### src/rtl/port_af_pkg.sv
// Shared types for the port override slice.
// Assumes index i of every vector is pin 4+i of the port.
package port_af_pkg;
    localparam int PINS = 4;

    typedef enum logic [1:0] {
        PK_DATA   = 2'd0,
        PK_SCLK   = 2'd1,
        PK_SELECT = 2'd2,
        PK_ANALOG = 2'd3
    } pin_kind_t;

    typedef struct packed {
        logic pu_oe;
        logic pu_ov;
        logic dd_oe;
        logic dd_ov;
        logic pv_oe;
        logic pv_ov;
        logic pt_oe;
        logic di_oe;
        logic di_ov;
    } ovr_t;

    function automatic pin_kind_t kind_of(input int idx);
        case (idx)
            0:       return PK_DATA;
            1:       return PK_SCLK;
            2:       return PK_SELECT;
            default: return PK_ANALOG;
        endcase
    endfunction
endpackage

### src/rtl/af_override_gen.sv
// Builds the override enable/value pairs of one pin; KIND picks the pin's role.
// Assumes all inputs are qualified levels from the owning peripherals.
module af_override_gen
    import port_af_pkg::*;
#(
    parameter pin_kind_t KIND = PK_ANALOG
) (
    input  logic spi_m,
    input  logic tw_here,
    input  logic pos,
    input  logic clk_hold,
    input  logic shift_out,
    input  logic tog_en,
    input  logic start_ie,
    input  logic pc_hit,
    input  logic adc_off,
    input  logic dir_bit,
    input  logic out_bit,
    input  logic pud,
    input  logic sck,
    input  logic mosi,
    output ovr_t ovr
);
    // Per-kind override equations.
    always_comb begin
        ovr = '0;
        case (KIND)
            PK_ANALOG: begin
                ovr.di_oe = adc_off | pc_hit;
                ovr.di_ov = pc_hit;
            end
            PK_SELECT: begin
                ovr.pu_oe = spi_m;
                ovr.pu_ov = out_bit & ~pud;
                ovr.dd_oe = spi_m;
                ovr.dd_ov = 1'b0;
                ovr.di_oe = adc_off | pc_hit;
                ovr.di_ov = pc_hit;
            end
            PK_SCLK: begin
                ovr.dd_oe = spi_m | tw_here;
                ovr.dd_ov = (clk_hold | out_bit) & dir_bit;
                ovr.pv_oe = spi_m | (tw_here & dir_bit);
                ovr.pv_ov = spi_m ? sck : 1'b0;
                ovr.pt_oe = tog_en & pos;
                ovr.di_oe = adc_off | (start_ie & pos) | pc_hit;
                ovr.di_ov = (start_ie & pos) | pc_hit;
            end
            default: begin
                ovr.pu_oe = spi_m;
                ovr.pu_ov = out_bit & ~pud;
                ovr.dd_oe = spi_m | tw_here;
                ovr.dd_ov = spi_m ? 1'b0 : ((shift_out | out_bit) & dir_bit);
                ovr.pv_oe = spi_m | (tw_here & dir_bit);
                ovr.pv_ov = spi_m ? mosi : 1'b0;
                ovr.di_oe = adc_off | (start_ie & pos) | pc_hit;
                ovr.di_ov = (start_ie & pos) | pc_hit;
            end
        endcase
    end
endmodule

### src/rtl/port_regs.sv
// Direction and output registers; a write to the output register beats a toggle.
// Assumes tog_mask is already qualified by the strobe.
module port_regs #(
    parameter int W = 4
) (
    input  logic         clk,
    input  logic         rst_n,
    input  logic         dir_we,
    input  logic [W-1:0] dir_wdata,
    input  logic         out_we,
    input  logic [W-1:0] out_wdata,
    input  logic [W-1:0] tog_mask,
    output logic [W-1:0] dir_q,
    output logic [W-1:0] out_q
);
    // Register update with write-over-toggle priority.
    always_ff @(posedge clk) begin
        if (!rst_n) begin
            dir_q <= '0;
            out_q <= '0;
        end else begin
            if (dir_we) dir_q <= dir_wdata;
            if (out_we) out_q <= out_wdata;
            else        out_q <= out_q ^ tog_mask;
        end
    end
endmodule

### src/rtl/input_sync.sv
// Multi-stage pad input synchronizer with a gate on its output.
// Assumes STAGES >= 1.
module input_sync #(
    parameter int W      = 4,
    parameter int STAGES = 2
) (
    input  logic         clk,
    input  logic         rst_n,
    input  logic [W-1:0] d,
    input  logic [W-1:0] gate,
    output logic [W-1:0] q
);
    logic [W-1:0] stg [STAGES];

    // First stage samples the raw pads.
    always_ff @(posedge clk) begin
        if (!rst_n) stg[0] <= '0;
        else        stg[0] <= d;
    end

    for (genvar k = 1; k < STAGES; k++) begin : g_stage
        // Further stages shift the sample along.
        always_ff @(posedge clk) begin
            if (!rst_n) stg[k] <= '0;
            else        stg[k] <= stg[k-1];
        end
    end

    assign q = stg[STAGES-1] & gate;
endmodule

### src/rtl/port_af_slice.sv
// Four-pin port slice: override generation, pad resolution, input sync.
// Assumes peripheral controls are synchronous to clk.
module port_af_slice
    import port_af_pkg::*;
#(
    parameter int SYNC_STAGES = 2
) (
    input  logic            clk,
    input  logic            rst_n,
    input  logic            dir_we,
    input  logic [PINS-1:0] dir_wdata,
    input  logic            out_we,
    input  logic [PINS-1:0] out_wdata,
    input  logic            pu_global_off,
    input  logic            spi_en,
    input  logic            spi_master,
    input  logic            spi_sck_out,
    input  logic            spi_mosi_out,
    input  logic            ser_twowire,
    input  logic            ser_pos,
    input  logic            ser_clk_hold,
    input  logic            ser_shift_out,
    input  logic            ser_tog_en,
    input  logic            ser_tog_stb,
    input  logic            ser_start_ie,
    input  logic            pchg_en,
    input  logic [PINS-1:0] pchg_mask,
    input  logic [PINS-1:0] adc_dig_off,
    input  logic [PINS-1:0] pad_in,
    output logic [PINS-1:0] pad_oe,
    output logic [PINS-1:0] pad_out,
    output logic [PINS-1:0] pad_pullup,
    output logic [PINS-1:0] pin_sync,
    output logic [PINS-1:0] dir_q,
    output logic [PINS-1:0] out_q
);
    localparam int W = PINS;

    logic         spi_m;
    logic         tw_here;
    logic [W-1:0] pc_hit;
    logic [W-1:0] tog_mask;
    logic [W-1:0] die;
    ovr_t         ovr [W];

    assign spi_m   = spi_en & spi_master;
    assign tw_here = ser_twowire & ser_pos;
    assign pc_hit  = {W{pchg_en}} & pchg_mask;

    port_regs #(.W(W)) u_regs (
        .clk       (clk),
        .rst_n     (rst_n),
        .dir_we    (dir_we),
        .dir_wdata (dir_wdata),
        .out_we    (out_we),
        .out_wdata (out_wdata),
        .tog_mask  (tog_mask),
        .dir_q     (dir_q),
        .out_q     (out_q)
    );

    for (genvar i = 0; i < W; i++) begin : g_pin
        af_override_gen #(.KIND(kind_of(i))) u_ovr (
            .spi_m     (spi_m),
            .tw_here   (tw_here),
            .pos       (ser_pos),
            .clk_hold  (ser_clk_hold),
            .shift_out (ser_shift_out),
            .tog_en    (ser_tog_en),
            .start_ie  (ser_start_ie),
            .pc_hit    (pc_hit[i]),
            .adc_off   (adc_dig_off[i]),
            .dir_bit   (dir_q[i]),
            .out_bit   (out_q[i]),
            .pud       (pu_global_off),
            .sck       (spi_sck_out),
            .mosi      (spi_mosi_out),
            .ovr       (ovr[i])
        );

        logic pu_sel;

        // Resolve overrides against the register bits for this pin.
        always_comb begin
            pad_oe[i]     = ovr[i].dd_oe ? ovr[i].dd_ov : dir_q[i];
            pad_out[i]    = ovr[i].pv_oe ? ovr[i].pv_ov : out_q[i];
            pu_sel        = ovr[i].pu_oe ? ovr[i].pu_ov : out_q[i];
            pad_pullup[i] = ~pad_oe[i] & pu_sel & ~pu_global_off;
            die[i]        = ovr[i].di_oe ? ovr[i].di_ov : 1'b1;
            tog_mask[i]   = ovr[i].pt_oe & ser_tog_stb;
        end
    end

    input_sync #(.W(W), .STAGES(SYNC_STAGES)) u_sync (
        .clk   (clk),
        .rst_n (rst_n),
        .d     (pad_in),
        .gate  (die),
        .q     (pin_sync)
    );
endmodule

### config.mk
export PLATFORM = sky130hd
export DESIGN_NAME = port_af_slice
export DESIGN_NICKNAME = d
export VERILOG_FILES = /design/src/rtl/port_af_pkg.sv /design/src/rtl/af_override_gen.sv /design/src/rtl/port_regs.sv /design/src/rtl/input_sync.sv /design/src/rtl/port_af_slice.sv
export SDC_FILE = /design/constraint.sdc
export NUM_CORES = 1
export LEC_CHECK = 0
export BUFFER_PORTS_ARGS = -buffer_cell sky130_fd_sc_hd__buf_4
export CORE_MARGIN = 2
export CORE_UTILIZATION = 30
export CTS_CLUSTER_DIAMETER = 40
export DETAILED_ROUTE_END_ITERATION = 7
export HOLD_SLACK_MARGIN = 0.05
export PLACE_DENSITY = 0.65
export REMOVE_ABC_BUFFERS = 1
export SYNTH_ARGS = -nofsm -noshare
export SYNTH_HDL_FRONTEND = slang
export SYNTH_HIERARCHICAL = 1
export SYNTH_SLANG_ARGS = --single-unit
### constraint.sdc
create_clock -name clk -period 1.4 [get_ports clk]
set_input_delay 0.21 -clock clk [delete_from_list [all_inputs] [get_ports clk]]
set_output_delay 0.21 -clock clk [all_outputs]
set_load 0.01 [all_outputs]
==> results.yml, run 1 <==
synthesis:
  seq_area_frac_synth_pct: 28.5
  yosysWarnings: 6
  avgSynthCellArea_sq_um: 9.36
  syn_inst: 120
  synth_area_sq_um: 1120
  ys_types: 21
  ys_seq_elements: 16
outcome:
  outcome: "complete, but fails checks"
  failed_checks: "negative setup slack"
cts:
  cts_tree: "yes"
  clk_latency_ns: 0.25
  cts.clk_slew.worst_paths_ns: 0.06
  root_buffer: "clkbuf_8"
  clockBufferDepth: 2
  cts.sinks: 16
  h-tree-depth: 1
  cts_buffers: 3
grt:
  antenna_found_initial: 0
  grtUsageTotal_pct: 11.6
  grt_pass1_vias: 857
  grt_max_degree: 17
  grt_pass1_wl_mm: 3.88
  grt_overflow: 0
timing:
  layout_min_cycle_time_ns: 1.45
  setup_viol: 2
  fmax_mhz: 688
  fin_hold_ws_ns: 0.166
  layout_setup_ws_ns: -0.0543
  rsz0062_at_grt: "true"
  fin_skew_ns: 0.000316
  report.final.slew_viol_count: 0
  tns_ns: -0.101
  fin_crit_sh_pct: 104
  finalHoldViolCount: 0
pwr:
  ir_worst_vdd_mv: 0.276
  pwr-share-clk_pct: 31.6
  leakage_nw: 0.881
  internal_power_w: 0.000967
  p_comb_share_pct: 29.1
  seq_power_share_pct: 39.3
  p_switching_w: 0.000307
  power-per-cell-area_nw_per_um2: 766
  swShare_pct: 24.1
setup_path:
  ff2ff_path_depth: 3
  slowest_stage: "mux2_4"
  critPathKind: "primary input to output port"
  worstPathCellList: "buf_6, and2_4, or2_4, mux2_4, nor3_2, buf_4"
  cpPeakStageDelay_ns: 0.31
  endpoint_kind: "output port"
  crit_path_max_fanout: 4
  arrival_ns: 1.24
  cp.required_ns: 1.19
  startpoint_type: "primary input"
flow_run:
  cap_violations: 0
cells_and_area:
  instances_no_fill: 229
  areaGrowthSynthToFinish_pct: 48.1
  fin_util_pct: 45.8
  n_antenna_cell: 0
  layout-drive-gt1-share_pct: 51.9
  nets: 219
placed_design:
  place.gp.congestion: 0.772
  dp_cells: 223
  post-place-ws_ns: -0.232
  portBuffers: 60
detailed_routing:
  drc: 0
  drtAntennaViolNets: 0
  vias_per_cell: 3.94
  vias: 903
  wl_per_cell_microns: 10.5
  wl_mm: 2.40
  first_pass_iters: 4
  initialDrtViolationCount: 19
worst_hold_path:
  hold_depth: 2
  holdCritPathClass: "primary input to flop"
floorplan:
  dieArea_sq_um: 4250
  start_util_pct: 30.9
  die_y_microns: 65.2
  rows: 22
  core_area_sq_um: 3630
  die_w_microns: 65.2
  ios: 61
## placed cells by master, fill, tap and decap left out, types with 2 or more instances in the layout
master	synthesis	layout
nor2b_1	6	6
dfxtp_1	16	10
nand2b_1	8	8
dfxtp_2	0	5
clkbuf_8	0	4
buf_6	1	4
mux2_2	4	3
buf_4	19	63
conb_1	4	14
o211a_1	4	4
mux2i_1	8	8
mux2_4	4	5
or2_1	3	3
or2_4	0	2
nor3_2	4	4
and2_1	25	23
a21o_1	3	3
xor2_1	4	4
and2_4	0	2
## stage by stage
step	cell area [sq um]	total power (W)
after floorplan	1010	0.000670
after global routing	1660	0.00135
after detailed placement	1560	0.000866
after CTS	1660	0.00129
final	1660	0.00127
after global placement	1560	0.000860
## final timing paths
| path | startpoint | endpoint | slack [ns] |
|---|---|---|---|
| setup / recovery | spi_master | pad_pullup[1] | -0.05 |
| hold reg to reg | u_sync/stg[0][1] | u_sync/stg[1][1] | 0.42 |
| hold / removal | pad_in[2] | u_sync/stg[0][2] | 0.17 |
| setup reg to reg | u_regs/out_q[1] | u_regs/out_q[1] | 0.49 |
## logic make-up after synthesis
family	Yosys count	synth area share, %
simple gates	50	29.1
flops	16	28.5
other cells	4	1.34
compound gates	10	7.80
mux	16	16.5
xor+xnor	4	3.12
buf+inv	20	13.7
## critical path, delay by kind of cell
family / cells / cell delay (ns)
and+or+nand+nor: 3 / 0.50
muxes: 1 / 0.31
buffers and inverters: 2 / 0.23
## synthesized netlist by cell type
cell / instances / share of area (%)
nor3b_1: 1 / 0.67
nor3_2: 4 / 3.6
xor2_1: 4 / 3.1
buf_4: 19 / 13
o211a_1: 4 / 3.6
nor2b_1: 6 / 3.3
or2_1: 3 / 1.7
nand2b_1: 8 / 4.5
a21o_2: 1 / 0.78
nor2_1: 1 / 0.33
o21a_1: 1 / 0.67
a21o_1: 3 / 2.0
mux2_2: 4 / 4.0
conb_1: 4 / 1.3
buf_6: 1 / 1.0
and2_1: 25 / 14
mux2_4: 4 / 5.3
mux2i_1: 8 / 7.1
a211o_1: 1 / 0.78
dfxtp_1: 16 / 29
or2_2: 2 / 1.1
## power by group through the flow
stage / sequential, W / clock, W / combinational [W]
global route: 0.000505 / 0.000440 / 0.000405
detailed placement: 0.000511 / 0 / 0.000355
global placement: 0.000510 / 0 / 0.000350
finish: 0.000502 / 0.000402 / 0.000371
CTS: 0.000502 / 0.000418 / 0.000374
floorplan: 0.000518 / 0 / 0.000153
## cell type report
class / instances / area [sq um]
Sequential cell: 16 / 330
Clock buffer: 4 / 55.1
Multi-Input combinational cell: 94 / 701
Fill cell: 361 / 1970
Timing Repair Buffer: 67 / 518
Tap cell: 48 / 60.1
## timing repair
item,in CTS,in global routing
endpoints found under the setup margin,7,6
hold buffers,0,0
gates cloned,0,0
gates resized for setup,12,4
setup buffers,2,0
pin swaps,8,2
## sequential cells by signal, summed over array words and instances, names as in the netlist
register	cells
u_regs/out_q	4
u_regs/dir_q	4
u_sync/stg	8
## layer usage
metal	up-vias	wire length, microns	global-route usage, %
met5	-	0	0
met4	0	44	5.47
met3	4	187	1.88
met2	39	1060	18.8
met1	377	1110	15.1
li1	483	-	-
Note: power is estimated with default switching activity, not from simulation.
==> run 2, diff against run 1 <==
- CORE_UTILIZATION: 30 -> 44
- PLACE_DENSITY: 0.65 -> 0.86
==> results.yml, run 2 (same netlist as run 1, synthesis figures left out) <==
outcome:
  outcome: "complete, but fails checks"
  failed_checks: "negative setup slack"
floorplan:
  ios: 61
  core_area_sq_um: 2450
  start_util_pct: 45.8
  dieArea_sq_um: 2970
  die_y_microns: 54.5
  rows: 18
  die_w_microns: 54.5
timing:
  fmax_mhz: 640
  setup_viol: 7
  fin_skew_ns: 0.000470
  tns_ns: -0.578
  rsz0062_at_grt: "true"
  finalHoldViolCount: 0
  report.final.slew_viol_count: 0
  layout_min_cycle_time_ns: 1.56
  layout_setup_ws_ns: -0.163
  fin_crit_sh_pct: 112
placed_design:
  portBuffers: 60
  hpwlAfterDp_mm: 2.02
  post-place-ws_ns: -0.243
  place.gp.congestion: 0.725
  dp_cells: 205
setup_path:
  cp.required_ns: 1.19
  crit_path_max_fanout: 2
  ff2ff_path_depth: 3
  cpLargestDelayFamily: "flip-flops"
  endpoint_kind: "output port"
  startpoint_type: "flop"
  arrival_ns: 1.35
  slowest_stage: "dfxtp_2"
  r2r_slack_ns: 0.46
  r2r-end: "u_regs/out_q[0]"
  critPathBufInv: 1
  worstPathCellList: "o21a_1, mux2_4, nor3_4, buf_6"
  cpPeakStageDelay_ns: 0.34
  r2r-start: "u_regs/out_q[0]"
  critPathKind: "flop to output port"
pwr:
  leakage_nw: 0.907
  pwr-share-clk_pct: 25.1
  fin_total_pwr_w: 0.00121
  ir_worst_vdd_mv: 0.762
  internal_power_w: 0.000894
  seq_power_share_pct: 41.4
  p_switching_w: 0.000313
  swShare_pct: 25.9
  p_comb_share_pct: 33.5
  power-per-cell-area_nw_per_um2: 714
cts:
  root_buffer: "clkbuf_4"
  cts_hold_buf: 0
  clk_latency_ns: 0.28
  h-tree-depth: 1
  cts_tree: "yes"
  cts_buffers: 3
  clockBufferDepth: 2
  cts.clk_slew.worst_paths_ns: 0.09
  cts.sinks: 16
detailed_routing:
  initialDrtViolationCount: 3
  wl_mm: 2.54
  first_pass_iters: 4
  drtAntennaViolNets: 0
  wl_per_cell_microns: 11.7
  vias_per_cell: 4.32
  vias: 933
  drc: 0
cells_and_area:
  areaGrowthSynthToFinish_pct: 50.3
  reg_top3: "u_sync/stg: 8 flops, u_regs/dir_q: 4 flops, u_regs/out_q: 4 flops"
  mostFrequentLayoutCell: "buf_4"
  nets: 224
  regMostFlops: "u_sync/stg"
  largest_reg_flops: 8
  fin_util_pct: 68.8
  final_cell_mix: "66 x buf_4, 23 x and2_1, 14 x conb_1"
  instances_no_fill: 216
  layout-drive-gt1-share_pct: 54.8
  n_antenna_cell: 0
grt:
  grt_max_degree: 17
  use_met1_pct: 21.5
  globalRouteMet2Util_pct: 32.9
  grtUsageTotal_pct: 18.3
  grtUsageMet3_pct: 3.83
  antenna_found_initial: 0
  grt_overflow: 0
  grt_pass1_vias: 895
  top_usage_layer: "met2"
  grt_pass1_wl_mm: 3.88
worst_hold_path:
  hp-start: "pad_in[3]"
  hold_depth: 2
  hold_end: "u_sync/stg[0][3]"
  holdCritPathClass: "primary input to flop"
flow_run:
  cap_violations: 0
==> run 2: cell types whose count changed in the layout (fill, tap and decap cells not counted), sizes merged <==
cell / delta
buf: +5
==> run 2: layout make-up <==
| type | instances | area, sq um |
|---|---|---|
| multi-input cells | 94 | 718 |
| fillers | 196 | 766 |
| repair buffers | 72 | 563 |
| flip-flops and latches | 16 | 334 |
| well taps | 30 | 37.5 |
| clock buffers | 4 | 36.3 |
==> run 2: stage by stage <==
stage | hold slack (ns) | instance area (sq um)
2_1_floorplan | 0.332 | 1010
4_1_cts | 0.116 | 1650
5_1_grt | 0.115 | 1690
3_5_place_dp | 0.418 | 1530
6_report | 0.129 | 1690
3_3_place_gp | 0.408 | 1530
==> run 2: repair_timing <==
action	CTS	global route
endpoints found under the setup margin	8	8
gates resized for setup	16	8
cloned	0	0
buffers inserted	5	2
pin swaps	5	4
==> run 2: worst max path at each step <==
stage	from	cells past startpoint	end	slack, ns
after global placement	ser_twowire	6	pad_pullup[0]	-0.21
after global routing	u_regs/dir_q[0]	4	pad_pullup[0]	-0.23
final	u_regs/out_q[1]	4	pad_pullup[1]	-0.16
after CTS	u_regs/out_q[1]	4	pad_pullup[1]	-0.19
after floorplan	spi_en	4	pad_pullup[0]	-0.11
after detailed placement	ser_twowire	6	pad_pullup[0]	-0.24
==> run 2: power by group through the flow <==
stage | clock network (W) | registers (W) | logic, W
floorplan | 0 | 0.000518 | 0.000153
CTS | 0.000314 | 0.000501 | 0.000388
global placement | 0 | 0.000510 | 0.000346
global route | 0.000335 | 0.000503 | 0.000439
finish | 0.000303 | 0.000500 | 0.000404
detailed placement | 0 | 0.000512 | 0.000356
==> run 2: layer usage <==
metal  part of all wire [%]  vias up
met4                      0        0
met5                      0        -
li1                       -      489
met1                     40      417
met3                    5.0        0
met2                     55       27
==> run 3, diff against run 2 <==
- CELL_PAD_IN_SITES_DETAIL_PLACEMENT: not set -> 1
- CELL_PAD_IN_SITES_GLOBAL_PLACEMENT: not set -> 1
- CORE_UTILIZATION: 44 -> 31
- PLACE_DENSITY: 0.86 -> 0.85
==> results.yml, run 3 (same netlist as run 1, synthesis figures left out) <==
detailed_routing:
  initialDrtViolationCount: 17
  wl_mm: 3.13
  drtAntennaViolNets: 0
  vias: 997
  wl_per_cell_microns: 13.5
  drc: 0
  vias_per_cell: 4.30
  first_pass_iters: 4
cells_and_area:
  areaGrowthSynthToFinish_pct: 52.1
  seq_area_sq_um: 334
  n_antenna_cell: 0
  fill_cells: 410
  fin_util_pct: 50.0
  regMostFlops: "u_sync/stg"
  reg_top3: "u_sync/stg: 8 flops, u_regs/dir_q: 4 flops, u_regs/out_q: 4 flops"
  layout-drive-gt1-share_pct: 53.8
  largest_reg_flops: 8
  final_cell_mix: "64 x buf_4, 24 x and2_1, 14 x conb_1"
  nets: 224
  instances_no_fill: 232
  multiInputGateArea_sq_um: 711
  mostFrequentLayoutCell: "buf_4"
worst_hold_path:
  hp-start: "pad_in[0]"
  holdCritPathClass: "primary input to flop"
  hold_depth: 2
  hold_end: "u_sync/stg[0][0]"
timing:
  fin_skew_ns: 0.00325
  finalHoldViolCount: 0
  fin_crit_sh_pct: 112
  setup_viol: 8
  layout_setup_ws_ns: -0.163
  report.final.slew_viol_count: 0
  fmax_mhz: 640
  rsz0062_at_grt: "true"
  fin_hold_ws_ns: 0.108
  layout_min_cycle_time_ns: 1.56
floorplan:
  rows: 21
  dieArea_sq_um: 4120
  start_util_pct: 32.9
  ios: 61
  die_y_microns: 64.2
  core_area_sq_um: 3420
  die_w_microns: 64.2
outcome:
  failed_checks: "negative setup slack"
  outcome: "complete, but fails checks"
placed_design:
  portBuffers: 60
  hpwlAfterDp_mm: 2.54
  place.gp.congestion: 0.800
  dp_cells: 222
cts:
  clockBufferDepth: 2
  clk_latency_ns: 0.30
  cts_hold_buf: 0
  cts_buffers: 3
  root_buffer: "clkbuf_4"
  h-tree-depth: 1
  cts.sinks: 16
  cts.clk_slew.worst_paths_ns: 0.10
  cts_tree: "yes"
setup_path:
  cp.required_ns: 1.19
  r2r-end: "u_regs/out_q[0]"
  crit_path_max_fanout: 4
  critPathKind: "primary input to output port"
  r2r_slack_ns: 0.46
  arrival_ns: 1.35
  ff2ff_path_depth: 3
  endpoint_kind: "output port"
  r2r-start: "u_regs/out_q[0]"
  startpoint_type: "primary input"
grt:
  grt_max_degree: 17
  grt_overflow: 0
  antenna_found_initial: 0
  grt_pass1_wl_mm: 4.99
  grtUsageTotal_pct: 15.8
  grt_pass1_vias: 1100
pwr:
  fin_total_pwr_w: 0.00123
  ir_worst_vdd_mv: 0.303
  power-per-cell-area_nw_per_um2: 720
  leakage_nw: 0.907
flow_run:
  cap_violations: 0
run 3: cell counts in the layout (fill, tap and decap cells not counted):
Identical to the previous run, type by type.
run 3: where the power goes:
group	leakage (nW)	internal (W)	switching (W)
logic	0.751	0.000254	0.000157
registers	0.135	0.000483	0.0000193
clock network	0.0210	0.000159	0.000158
total	0.907	0.000896	0.000334
run 3: worst max path at each step:
stage	slack (ns)	startpoint	to
final	-0.16	ser_twowire	pad_pullup[0]
after global routing	-0.23	u_regs/out_q[1]	pad_pullup[1]
after CTS	-0.18	u_regs/out_q[1]	pad_pullup[1]
after detailed placement	-0.22	ser_twowire	pad_pullup[0]
after global placement	-0.19	ser_twowire	pad_pullup[0]
after floorplan	-0.11	spi_en	pad_pullup[0]
run 3: area by class of cell:
type,instances,share of cell area [%]
well taps,46,3.37
repair buffers,72,33.4
multi-input cells,94,41.6
clock buffers,4,2.12
flip-flops and latches,16,19.5
run 3: timing repair:
action / 4_1_cts / 5_1_grt
pin swaps: 4 / 1
endpoints found under the setup margin: 8 / 10
cloned: 0 / 0
buffers inserted: 6 / 0
endpoints found under the hold margin: 0 / 0
resized for setup: 17 / 7
run 3: through the flow:
step	setup TNS (ns)	worst slack, ns	cell area [sq um]
3_3_place_gp	-0.543	-0.188	1560
5_1_grt	-1.05	-0.230	1710
3_5_place_dp	-0.722	-0.216	1560
4_1_cts	-0.751	-0.178	1690
6_report	-0.670	-0.163	1710
2_1_floorplan	-0.221	-0.111	1010
run 3: per-layer routing:
| layer | share of wire (%) | global-route usage (%) |
|---|---|---|
| met1 | 38 | 15.8 |
| met2 | 57 | 31.4 |
| met3 | 3.2 | 1.94 |
| met4 | 2.2 | 7.98 |
| met5 | 0 | 0 |
run 3: critical path, cell delays in order:
cell	delay, ns
buf_4	0.11
and2_1	0.18
or2_4	0.26
mux2_4	0.31
nor3_2	0.15
buf_4	0.14
